## src/rtl/osd_overlay_pkg.sv

```systemverilog
// Package: osd_overlay_pkg
// Types shared by the colour overlay blocks.
// Assumes the tag cycle Cb, Y, Cr, Y on the multiplexed sample stream.
package osd_overlay_pkg;

    // Component tag carried with every sample
    typedef enum logic [1:0] {
        PH_CB = 2'd0,
        PH_Y0 = 2'd1,
        PH_CR = 2'd2,
        PH_Y1 = 2'd3
    } comp_phase_e;

endpackage

```

## src/rtl/osd_palette.sv

```systemverilog
// Module: osd_palette
// Bank of byte-wide palette registers, written through one address/data port.
// Assumes: addresses at or above NUM_REGS are dropped; all bytes are cleared by reset.
// The bank is shown flat so that a combinational reader sees the value before any write.
module osd_palette #(
    parameter int NUM_REGS = 12,
    parameter int DATA_W   = 8,
    parameter int ADDR_W   = 4
) (
    input  logic                       clk,
    input  logic                       rst_n,
    input  logic                       wr_en,
    input  logic [ADDR_W-1:0]          wr_addr,
    input  logic [DATA_W-1:0]          wr_data,
    output logic [NUM_REGS*DATA_W-1:0] bank_flat
);

    localparam int BANK_W = NUM_REGS * DATA_W;

    genvar gi;
    generate
        for (gi = 0; gi < NUM_REGS; gi++) begin : g_byte
            logic [DATA_W-1:0] byte_q;

            // Hold one palette byte; load it when its index is written
            always_ff @(posedge clk) begin
                if (!rst_n) begin
                    byte_q <= '0;
                end else if (wr_en && (wr_addr == ADDR_W'(gi))) begin
                    byte_q <= wr_data;
                end
            end

            assign bank_flat[gi*DATA_W +: DATA_W] = byte_q;
        end
    endgenerate


    oob_write_chk: assert property (@(posedge clk) disable iff (!rst_n)
        (wr_en && (int'(wr_addr) >= NUM_REGS)) |=> $stable(bank_flat));


    write_store_chk: assert property (@(posedge clk) disable iff (!rst_n)
        (wr_en && (int'(wr_addr) < NUM_REGS)) |=>
        (bank_flat[int'($past(wr_addr))*DATA_W +: DATA_W] == $past(wr_data)));


    reset_clear_chk: assert property (@(posedge clk)
        (!rst_n) |=> (bank_flat == {BANK_W{1'b0}}));

endmodule

```

## src/rtl/osd_color_pick.sv

```systemverilog
// Module: osd_color_pick
// Unpacks every palette colour from the packed byte bank and selects one of them.
// Assumes: colour k starts at byte floor(3k/2). Even colours take the whole first
// byte plus the high nibble of the next byte; odd colours take the low nibble of the
// shared byte plus the whole next byte. Purely combinational.
module osd_color_pick #(
    parameter int SEL_W  = 3,
    parameter int DATA_W = 8
) (
    input  logic [((1<<SEL_W)*3/2)*DATA_W-1:0] bank_flat,
    input  logic [SEL_W-1:0]                   sel,
    output logic [DATA_W/2-1:0]                y_nib,
    output logic [DATA_W/2-1:0]                cb_nib,
    output logic [DATA_W/2-1:0]                cr_nib
);

    localparam int NUM_COLORS = 1 << SEL_W;
    localparam int NIB_W      = DATA_W / 2;

    logic [NIB_W-1:0] pal_y  [NUM_COLORS];
    logic [NIB_W-1:0] pal_cb [NUM_COLORS];
    logic [NIB_W-1:0] pal_cr [NUM_COLORS];

    genvar gk;
    generate
        for (gk = 0; gk < NUM_COLORS; gk++) begin : g_color
            localparam int BASE = (3 * gk) / 2;
            logic [DATA_W-1:0] first_b;
            logic [DATA_W-1:0] second_b;

            assign first_b  = bank_flat[BASE*DATA_W +: DATA_W];
            assign second_b = bank_flat[(BASE+1)*DATA_W +: DATA_W];

            if ((gk % 2) == 0) begin : g_even
                assign pal_y[gk]  = first_b[DATA_W-1:NIB_W];
                assign pal_cb[gk] = first_b[NIB_W-1:0];
                assign pal_cr[gk] = second_b[DATA_W-1:NIB_W];
            end else begin : g_odd
                assign pal_y[gk]  = first_b[NIB_W-1:0];
                assign pal_cb[gk] = second_b[DATA_W-1:NIB_W];
                assign pal_cr[gk] = second_b[NIB_W-1:0];
            end
        end
    endgenerate

    // Route the selected colour's three nibbles out
    always_comb begin
        y_nib  = pal_y[sel];
        cb_nib = pal_cb[sel];
        cr_nib = pal_cr[sel];
    end

endmodule

```

## src/rtl/osd_sample_mux.sv

```systemverilog
// Module: osd_sample_mux
// Chooses, for each sample, between the input and the palette component that
// matches its tag, and registers the result. Both paths have one register stage.
// Assumes: the palette nibble becomes the upper half of the sample and the lower
// half is zero; the result is held inside [1, 2^DATA_W - 2].
module osd_sample_mux
    import osd_overlay_pkg::*;
#(
    parameter int DATA_W = 8
) (
    input  logic                clk,
    input  logic                rst_n,
    input  logic [DATA_W-1:0]   pix_in,
    input  comp_phase_e         phase,
    input  logic                ovl_en,
    input  logic [DATA_W/2-1:0] y_nib,
    input  logic [DATA_W/2-1:0] cb_nib,
    input  logic [DATA_W/2-1:0] cr_nib,
    output logic [DATA_W-1:0]   pix_out
);

    localparam int              NIB_W  = DATA_W / 2;
    localparam logic [DATA_W-1:0] LO_LIM = DATA_W'(1);
    localparam logic [DATA_W-1:0] HI_LIM = {DATA_W{1'b1}} - DATA_W'(1);

    logic [NIB_W-1:0]  comp_nib;
    logic [DATA_W-1:0] widened;
    logic [DATA_W-1:0] clamped;

    // Pick the palette component that matches the sample's tag
    always_comb begin
        unique case (phase)
            PH_CB:   comp_nib = cb_nib;
            PH_CR:   comp_nib = cr_nib;
            default: comp_nib = y_nib;
        endcase
    end

    // Widen the nibble and keep it off the reserved end codes
    always_comb begin
        widened = {comp_nib, {NIB_W{1'b0}}};
        if (widened < LO_LIM) begin
            clamped = LO_LIM;
        end else if (widened > HI_LIM) begin
            clamped = HI_LIM;
        end else begin
            clamped = widened;
        end
    end

    // Output register: substitute or pass the sample through
    always_ff @(posedge clk) begin
        if (!rst_n) begin
            pix_out <= '0;
        end else if (ovl_en) begin
            pix_out <= clamped;
        end else begin
            pix_out <= pix_in;
        end
    end


    passthru_chk: assert property (@(posedge clk) disable iff (!rst_n)
        (!ovl_en) |=> (pix_out == $past(pix_in)));


    nibble_chk: assert property (@(posedge clk) disable iff (!rst_n)
        ovl_en |=> ((pix_out[NIB_W-1:0] == '0) || (pix_out == LO_LIM)));


    clamp_chk: assert property (@(posedge clk) disable iff (!rst_n)
        ovl_en |=> ((pix_out != '0) && (pix_out != {DATA_W{1'b1}})));


    reset_out_chk: assert property (@(posedge clk)
        (!rst_n) |=> (pix_out == '0));

endmodule

```

## src/rtl/osd_overlay.sv

```systemverilog
// Module: osd_overlay
// Top of the colour overlay: palette bank, colour unpacking and the sample mux.
// Assumes: the sample, its tag, the enable and the select arrive together and
// are acted on at the same edge; palette writes show up one clock later.
module osd_overlay
    import osd_overlay_pkg::*;
#(
    parameter int SEL_W  = 3,
    parameter int DATA_W = 8,
    parameter int ADDR_W = $clog2(((1 << SEL_W) * 3) / 2)
) (
    input  logic              clk,
    input  logic              rst_n,
    input  logic [DATA_W-1:0] pix_in,
    input  logic [1:0]        pix_phase,
    input  logic [SEL_W-1:0]  osd_sel,
    input  logic              osd_en,
    input  logic              pal_wr_en,
    input  logic [ADDR_W-1:0] pal_wr_addr,
    input  logic [DATA_W-1:0] pal_wr_data,
    output logic [DATA_W-1:0] pix_out
);

    localparam int NUM_COLORS = 1 << SEL_W;
    localparam int NUM_REGS   = (NUM_COLORS * 3) / 2;
    localparam int NIB_W      = DATA_W / 2;

    logic [NUM_REGS*DATA_W-1:0] bank_flat;
    logic [NIB_W-1:0]           y_nib;
    logic [NIB_W-1:0]           cb_nib;
    logic [NIB_W-1:0]           cr_nib;
    comp_phase_e                phase;

    // Give the raw tag its enumerated meaning
    always_comb phase = comp_phase_e'(pix_phase);

    osd_palette #(
        .NUM_REGS (NUM_REGS),
        .DATA_W   (DATA_W),
        .ADDR_W   (ADDR_W)
    ) i_palette (
        .clk       (clk),
        .rst_n     (rst_n),
        .wr_en     (pal_wr_en),
        .wr_addr   (pal_wr_addr),
        .wr_data   (pal_wr_data),
        .bank_flat (bank_flat)
    );

    osd_color_pick #(
        .SEL_W  (SEL_W),
        .DATA_W (DATA_W)
    ) i_pick (
        .bank_flat (bank_flat),
        .sel       (osd_sel),
        .y_nib     (y_nib),
        .cb_nib    (cb_nib),
        .cr_nib    (cr_nib)
    );

    osd_sample_mux #(
        .DATA_W (DATA_W)
    ) i_mux (
        .clk     (clk),
        .rst_n   (rst_n),
        .pix_in  (pix_in),
        .phase   (phase),
        .ovl_en  (osd_en),
        .y_nib   (y_nib),
        .cb_nib  (cb_nib),
        .cr_nib  (cr_nib),
        .pix_out (pix_out)
    );


    latency_chk: assert property (@(posedge clk) disable iff (!rst_n)
        (!osd_en && !$isunknown(pix_in)) |=> (pix_out == $past(pix_in)));

endmodule

```

## config.mk

```make
export PLATFORM = sky130hd
export DESIGN_NAME = osd_overlay
export DESIGN_NICKNAME = d
export VERILOG_FILES = /design/src/rtl/osd_overlay_pkg.sv /design/src/rtl/osd_palette.sv /design/src/rtl/osd_color_pick.sv /design/src/rtl/osd_sample_mux.sv /design/src/rtl/osd_overlay.sv
export SDC_FILE = /design/constraint.sdc
export NUM_CORES = 1
export LEC_CHECK = 0
export ABC_AREA = 0
export BUFFER_PORTS_ARGS = -buffer_cell sky130_fd_sc_hd__buf_4
export CAP_MARGIN = 20
export CORE_ASPECT_RATIO = 0.9
export CORE_MARGIN = 4
export CORE_UTILIZATION = 40
export CTS_CLUSTER_DIAMETER = 80
export DETAILED_ROUTE_END_ITERATION = 10
export PLACE_DENSITY = 0.62
export SLEW_MARGIN = 20
export SYNTH_ARGS = -nofsm -noshare
export SYNTH_HDL_FRONTEND = slang
export SYNTH_SLANG_ARGS = --single-unit
```

## constraint.sdc

```tcl
create_clock -name clk -period 2.25 [get_ports clk]
set_input_delay 0.45 -clock clk [delete_from_list [all_inputs] [get_ports clk]]
set_output_delay 0.45 -clock clk [all_outputs]
set_load 0.005 [all_outputs]
```

# == Word level (Yosys, flattened, before mapping) ==
# Cells that the tools add are included.
# Widths: inputs -> output; s select.
# word_totals
romBits,0
elab_cells,56
mem_count,0
mem_bits_rw,0
ff_bits,104
in_bits,29
output_inout_bits,8
latchBits,0
# classes
multipliers,0
n_eq_ne,12
bitwise_logic,1
n_mux,13
n_div,0
n_addsub,0
shifts,0
n_lt_le_gt_ge,3
n_reduce_logical,14
# ops
cell,n
$bmux 4 s3,3
$mux 4,6
$mux 8,3
$eq 4x3->1 const B,4
$eq 4x4->1 const B,4
$logic_and 1x1->1,12
$eq 4x2->1 const B,2
$gt 8x8->1 const B,1
$lt 8x1->1 const B,1
$pmux 4 s2,1
$eq 4x1->1 const B,1
$ge 4x4->1 const B,1
$logic_not 4->1,1
$not 3->4,1
$eq 2x2->1 const B,1
$logic_not 2->1,1

# == Depth between registers and ports, before layout ==
# Gate-level depths: netlist (run 1).
# depth
word_depth,9
mapped_depth,8
ltp_nobuf,5

# == Cells and area by module ==
# Synthesis (run 1) repeated with hierarchy kept, for this count alone.
# hier_totals
hier_cells,421
hier_area_um2,4680.7
# by_module_without_submodules
module,cells_per_inst,area_per_inst_um2,instances,seq_area_each_um2
osd_palette,339,3507.1,1,1921.8
osd_color_pick,43,805.8,1,0.0
osd_sample_mux,39,367.9,1,160.2

# == Least setup slack after synthesis (run 1) ==
# Ideal clock, no wire load.
# synth_path
kind,input to register
startpoint,input pix_phase[1]
endpoint,register i_mux.pix_out[0]
path_buffers,1
arrival_time_ns,1.974
required_ns,2.163
setup_time_ns,0.087
cell_stages,6
slack_ns,0.189
cell_sequence,buf_2 -> mux4_2 -> mux4_2 -> mux2i_1 -> nand4_1 -> o31ai_1
# synth_via
elab_chain_cells,5
word_cells_on_any_way,6
cone_classes,order compare (1); eq/ne (1); mux (3); reduce/logical (1)
# synth_lines
element,line,text
"start, declared",osd_overlay.sv:15,"input logic [1:0] pix_phase,"
$eq 2x2->1 or $logic_not 2->1 (tied branches),osd_sample_mux.sv:32,unique case (phase)
$pmux 4 s2 (*),osd_sample_mux.sv:32,
$lt 8x1->1 (*),osd_sample_mux.sv:42,if (widened < LO_LIM) begin
$mux 8 (*),osd_sample_mux.sv:42,
$mux 8 (*),osd_sample_mux.sv:55,end else if (ovl_en) begin
"end signal, assigned",osd_sample_mux.sv:56,pix_out <= clamped;
"end signal, assigned",osd_sample_mux.sv:58,pix_out <= pix_in;
"end, declared",osd_sample_mux.sv:19,output logic [DATA_W-1:0] pix_out
# Mark *: on every way between the ends. The rest lies on a longest branch, timed or not.
# A chain may end at the register's enable or synchronous reset.

# == Worst setup path after layout (run 1) ==
# layout_path
startpoint,register i_palette.g_byte[8].byte_q[5]
endpoint,register i_mux.pix_out[0]
# layout_via
elab_chain_cells,7
# layout_lines
element,line,text
"start, declared",osd_palette.sv:23,logic [DATA_W-1:0] byte_q;
"start signal, assigned",osd_palette.sv:30,byte_q <= wr_data;
$bmux 4 s3,osd_color_pick.sv:49,cb_nib = pal_cb[sel];
$mux 4 (implied by the code) (2 in series),osd_color_pick.sv:49,
$pmux 4 s2,osd_sample_mux.sv:32,
$lt 8x1->1,osd_sample_mux.sv:42,
$mux 8,osd_sample_mux.sv:42,
$mux 8,osd_sample_mux.sv:55,
# No other way between the ends. The select of a mux whose other input is x is not followed.

==> results.md, run 1 <==
- Status: completed
- Class of the worst hold path: input pin to flip-flop
- CTS-repair resized insts: 0
- Share of cells above drive strength 1: 18.0%
- Synth Flop Type: dfxtp_1
- Asr flop ratio synth: 0%
- Critical Path End Type: flip-flop
- Slew headroom: 57.1%
- Cells after Synth: 446
- Post-detailed-route count of antenna-violating nets: 0
- Synth warn: 0
- RR Endpoint: i_mux.pix_out[0]$_SDFF_PN0_
- Synth cell types: 29
- # H-tree levels: 3
- Total Routing Usage GR: 16.6%
- Syn-to-layout area delta: 16.0%
- Top cells by area, synth: dfxtp_1 44%, mux2i_1 25%, nor2b_1 13%
- CTS tree: yes
- Min-Delay Startpoint: pix_in[1]
- CP Max Fanout: 2
- Largest net degree at the start of global routing: 41
- Top cell type's share of synthesized area: 43.5%
- Fin nets: 507
- Core Area: 11600 µm²
- Drt pass-1 iters: 4
- Hold-fix buffers, CTS: 0
- I/O pins: 37
- Die width: 123 µm
- Row cnt: 37
- Post-synth top area cell: dfxtp_1
- HPWL after DPL: 7470 µm
- # DRC: 0
- Slew Limit Fails: 0
- Hold path depth: 2
- Leakage: 2.22 nW
- Post-synth net total: 475
- Total negative slack: 0 ns
- Least-Margin Pin Slew: 0.643 ns
- Max Cap Violations: 0
- Root buf cell: clkbuf_16
- Drt initial violations: 221
- Area of the mapped netlist: 4790 µm²
- VDD IR max: 357 µV
- GRT overflow: 0
- Final WS setup: 0.349 ns
- Wire length after detailed routing: 11000 µm
- Initial antenna violation count: 0
- Clock Sinks: 104
- Antenna fix cells: 0
- Critical Path AT: 2.16 ns
- Register bit total from synthesis: 104
- RSZ-0062 raised after global routing: false
- CTS Buf Count: 9
- Critical register-to-register path startpoint: i_palette.g_byte[8].byte_q[5]$_SDFFE_PN0P_
- First-pass GRT wire length: 17500 µm
- Tmin final: 1.90 ns
- Avg WL per Cell: 17.2 µm
- Vias per cell: 5.03
- CP Launch Type: flip-flop
- Worst slack, placed: 0.0372 ns
- Initial core utilization: 41.4%
- IO Port Bufs: 36
- Die Span Y: 112 µm
- Clock latency on the worst-skew pair: 0.35 ns
- Clock Path Buffers: 2
- Worst Skew: 0.00805 ns
- Seq/Total Area, Yosys: 43.5%
- Mapped Avg Cell Area: 10.7 µm²
- CTS clock-pin slew for the worst setup and hold paths: 0.07 ns
- Post-CTS setup buffers: 0
- Routability Congestion: 0.801
- Critical path class: flip-flop to flip-flop
- EDFF count, synth: 0
- R2R depth: 5
- Worst hold path endpoint: i_mux.pix_out[1]$_SDFF_PP0_
- Die area: 13800 µm²
- Via count: 3217
- Setup violations, final: 0
- Vias in the first global route: 3187
- Utilization after layout: 48.0%
- Reg2reg setup slack: 0.35 ns
- P per Cell Area: 666 nW/µm²
- Final worst-path cycle share: 84.5%
- Final Hold Vio Count: 0
- Fmax: 526 MHz
- CP required: 2.51 ns
## layout by cell type (no fill, tap or decap), types with 5 or more instances in the layout
cell type	synthesis	final
nand3_1	5	5
nor2_1	11	11
nand4_1	6	6
nand2_1	8	8
mux2i_1	119	119
clkbuf_16	0	9
buf_4	1	54
nor2b_1	100	100
a22oi_1	6	6
mux4_2	12	12
dfxtp_1	104	104
## report_power, final
part | switching (mW) | internal [mW] | total, mW
registers | 0.0138 | 1.87 | 1.88
clock network | 0.724 | 0.760 | 1.48
logic | 0.168 | 0.158 | 0.327
total | 0.907 | 2.79 | 3.70
## cells by family (layout without fill, tap and decap cells)
logic type,count (synthesis),in the layout,synth area share (%)
AO/OA/AOI/OAI,20,20,2.95
buffers and inverters,36,73,3.01
flip-flops,104,104,43.5
multiplexers,138,138,32.2
AND/OR/NAND/NOR,148,148,18.4
## final cells by class
class,instances,area [µm²]
Clock buffer,9,225
Clock inverter,7,55.1
Fill cell,1066,6020
Inverter,2,7.51
Multi-Input combinational cell,306,2560
Sequential cell,104,2080
Tap cell,156,195
Timing Repair Buffer,55,425
## worst max-delay path by stage
stage	start	endpoint	slack, ns
floorplan	pix_phase[1]	i_mux.pix_out[0]$_SDFF_PN0_	0.19
global placement	pix_phase[1]	i_mux.pix_out[0]$_SDFF_PN0_	0.05
detailed placement	pix_phase[1]	i_mux.pix_out[0]$_SDFF_PN0_	0.04
CTS	i_palette.g_byte[8].byte_q[1]$_SDFFE_PN0P_	i_mux.pix_out[0]$_SDFF_PN0_	0.34
global route	i_palette.g_byte[8].byte_q[1]$_SDFFE_PN0P_	i_mux.pix_out[0]$_SDFF_PN0_	0.20
finish	i_palette.g_byte[8].byte_q[5]$_SDFFE_PN0P_	i_mux.pix_out[0]$_SDFF_PN0_	0.35
## flip-flops by register name (all words and copies together) (netlist names)
name,cells
i_palette.g_byte.byte_q,96
i_mux.pix_out,8
## cell usage after synthesis, types with 2 or more instances
cell      instances
a21oi_1           4
nand2_1           8
nand2b_1          3
and3_1            2
o211ai_1          2
nand3_1           5
nor2b_1         100
buf_2             4
mux4_2           12
inv_1             2
a22oi_1           6
o21ai_0           2
and2_1            4
o211a_1           2
nor2_1           11
dfxtp_1         104
mux2_2            4
a311oi_1          2
mux2_1            3
nand4_1           6
nand3b_1          4
clkbuf_1         28
mux2i_1         119
or3_1             4
## stage by stage
step / cells / total power, mW / hold slack [ns] / area, µm²
global route: 639 / 3.84 / 0.306 / 5550
detailed placement: 623 / 2.25 / 0.501 / 5270
floorplan: 446 / 2.13 / 0.477 / 4790
global placement: 623 / 2.25 / 0.494 / 5270
finish: 639 / 3.70 / 0.306 / 5550
CTS: 639 / 3.74 / 0.298 / 5550
## critical path, cell delays in order (launching register included)
cell     delay, ns
dfxtp_1       0.33
mux4_2        0.46
mux4_2        0.49
mux2i_1       0.21
nand4_1       0.13
o31ai_1       0.20
## metal layers
metal	global-route usage, %	vias to the layer above	routed length [µm]
li1	-	1609	-
met4	6.42	0	244
met3	3.61	15	477
met5	0	-	0
met2	23.9	62	4720
met1	24.1	1531	5550
No activity file was read; power rests on OpenSTA's default activity.
==> inputs of run 2 (changes only) <==
==> constraint.sdc (replaced) <==
create_clock -name clk -period 1.9 [get_ports clk]
set_input_delay 0.38 -clock clk [delete_from_list [all_inputs] [get_ports clk]]
set_output_delay 0.38 -clock clk [all_outputs]
set_load 0.005 [all_outputs]
==> run 2 against run 1 <==
Net effect: wire length grew 2.3%; largest power group unchanged; hold slack lost 0.061 ns; maximum frequency grew 0.90%; combinational power grew 23%; clock-buffer cell count grew 5; first-iteration DRC count shrank 19%; highest routed layer unchanged; via count grew 1.8%.
==> results.md, run 2 (same netlist as run 1, synthesis figures left out) <==
- CTS Buf Count: 9
- Root buf cell: clkbuf_16
- Final worst-path cycle share: 99.1%
- Vias per cell: 5.05
- # H-tree levels: 3
- Top Layer Used: met4
- Slew headroom: 62.3%
- GRT overflow: 0
- Routability Congestion: 0.787
- RSZ-0062 raised after global routing: true
- CP Launch Type: flip-flop
- I/O pins: 37
- Total negative slack: 0 ns
- Die width: 123 µm
- CP Max Fanout: 2
- # fillers: 1083
- Avg WL per Cell: 17.3 µm
- Vias in the first global route: 3354
- Core Area: 11600 µm²
- Worst Skew: 0.00290 ns
- Die area: 13800 µm²
- Drt initial violations: 180
- CTS clock-pin slew for the worst setup and hold paths: 0.07 ns
- Initial antenna violation count: 0
- Critical path class: flip-flop to flip-flop
- Status: completed
- Setup violations, final: 0
- VDD IR max: 469 µV
- Fin area: 5640 µm²
- Pwr Total: 4.40 mW
- Class of the worst hold path: input pin to flip-flop
- Initial core utilization: 41.4%
- Least-Margin Pin Slew: 0.564 ns
- Largest register by flop count: i_palette.g_byte.byte_q
- IO Port Bufs: 36
- Max Cap Violations: 0
- Number of flip-flops in the largest register: 96
- CP required: 2.15 ns
- Hold-fix buffers, CTS: 0
- Largest net degree at the start of global routing: 53
- Routed wl met3: 378 µm
- Syn-to-layout area delta: 17.8%
- Die Span Y: 112 µm
- Most common cell after layout, fill and taps aside: mux2i_1
- Leakage: 2.28 nW
- Met2 Routed Length: 5140 µm
- Share of cells above drive strength 1: 19.3%
- Wire length after detailed routing: 11200 µm
- Antenna fix cells: 0
- HPWL after DPL: 7870 µm
- CTS tree: yes
- Slew Limit Fails: 0
- Drt pass-1 iters: 4
- Final Hold Vio Count: 0
- # DRC: 0
- Post-detailed-route count of antenna-violating nets: 0
- Wl on met1: 5580 µm
- Fin nets: 516
- Post-CTS setup buffers: 0
- Clock Sinks: 104
- Total Routing Usage GR: 17.3%
- Clock latency on the worst-skew pair: 0.34 ns
- Critical Path AT: 2.14 ns
- P per Cell Area: 781 nW/µm²
- Critical Path End Type: flip-flop
- Via count: 3274
- Most frequent cells in the layout: 119 x mux2i_1, 103 x dfxtp_1, 100 x nor2b_1
- First-pass GRT wire length: 18400 µm
- Fmax: 531 MHz
- Row cnt: 37
- Post-Place Cell Area: 5350 µm²
- Tmin final: 1.88 ns
- Largest regs: i_palette.g_byte.byte_q: 96 flops, i_mux.pix_out: 8 flops
- Clock Path Buffers: 2
run 2: cell types whose count changed in the layout (fill, tap and decap cells not counted):
cell        previous run  this run
clkbuf_8               0         3
dfxtp_2                0         1
clkinvlp_4             2         1
buf_4                 54        62
clkbuf_1               0         2
inv_6                  2         0
clkinv_4               2         0
buf_12                 1         2
dfxtp_1              104       103
run 2: layer usage:
metal  vias to the layer above  GRT usage, %
met4                         0          4.94
met5                         -             0
met1                      1573          24.3
met2                        55          26.8
li1                       1633             -
met3                        13          3.71
run 2: critical path, cell delays in order (launching register included):
cell,delay (ns)
dfxtp_1,0.31
mux4_2,0.46
mux4_2,0.47
mux2i_1,0.15
buf_4,0.13
nand4_1,0.07
o31ai_1,0.20
run 2: what timing repair did:
item,CTS,global route
endpoints found under the setup margin,1,1
pin swaps,1,0
resized for setup,0,1
run 2: worst paths after layout:
path                                                    from                                          to  slack, ns  cells after the start
setup / recovery  i_palette.g_byte[5].byte_q[1]$_SDFFE_PN0P_                 i_mux.pix_out[0]$_SDFF_PN0_       0.02                      6
hold reg to reg   i_palette.g_byte[8].byte_q[7]$_SDFFE_PN0P_  i_palette.g_byte[8].byte_q[7]$_SDFFE_PN0P_       0.52                      2
hold / removal                                     pix_in[1]                 i_mux.pix_out[1]$_SDFF_PP0_       0.24                      2
setup reg to reg  i_palette.g_byte[5].byte_q[1]$_SDFFE_PN0P_                 i_mux.pix_out[0]$_SDFF_PN0_       0.02                      6
run 2: metrics by stage:
| stage | utilization (%) | setup slack [ns] | hold WS (ns) | std cells |
|---|---|---|---|---|
| floorplan | - | -0.0351 | 0.477 | 446 |
| global placement | 46.2 | -0.252 | 0.493 | 632 |
| detailed placement | 46.2 | -0.281 | 0.504 | 632 |
| CTS | 48.7 | 0.000330 | 0.236 | 648 |
| global route | 48.7 | -0.0538 | 0.243 | 648 |
| finish | 48.7 | 0.0164 | 0.245 | 648 |
run 2: cell type report:
| type | instances | area, µm² | area share, % |
|---|---|---|---|
| sequential | 104 | 2080 | 37.0 |
| multi-input combinational | 306 | 2560 | 45.4 |
| tap | 156 | 195 | 3.46 |
| timing repair buffer | 64 | 505 | 8.97 |
| inverter | 2 | 7.51 | 0.133 |
| clock buffer | 14 | 274 | 4.86 |
| clock inverter | 2 | 12.5 | 0.222 |
run 2: power by group:
group	internal [mW]	switching, mW	total (mW)
combinational	0.198	0.203	0.401
clock	0.995	0.775	1.77
sequential	2.22	0.0166	2.23
total	3.41	0.995	4.40
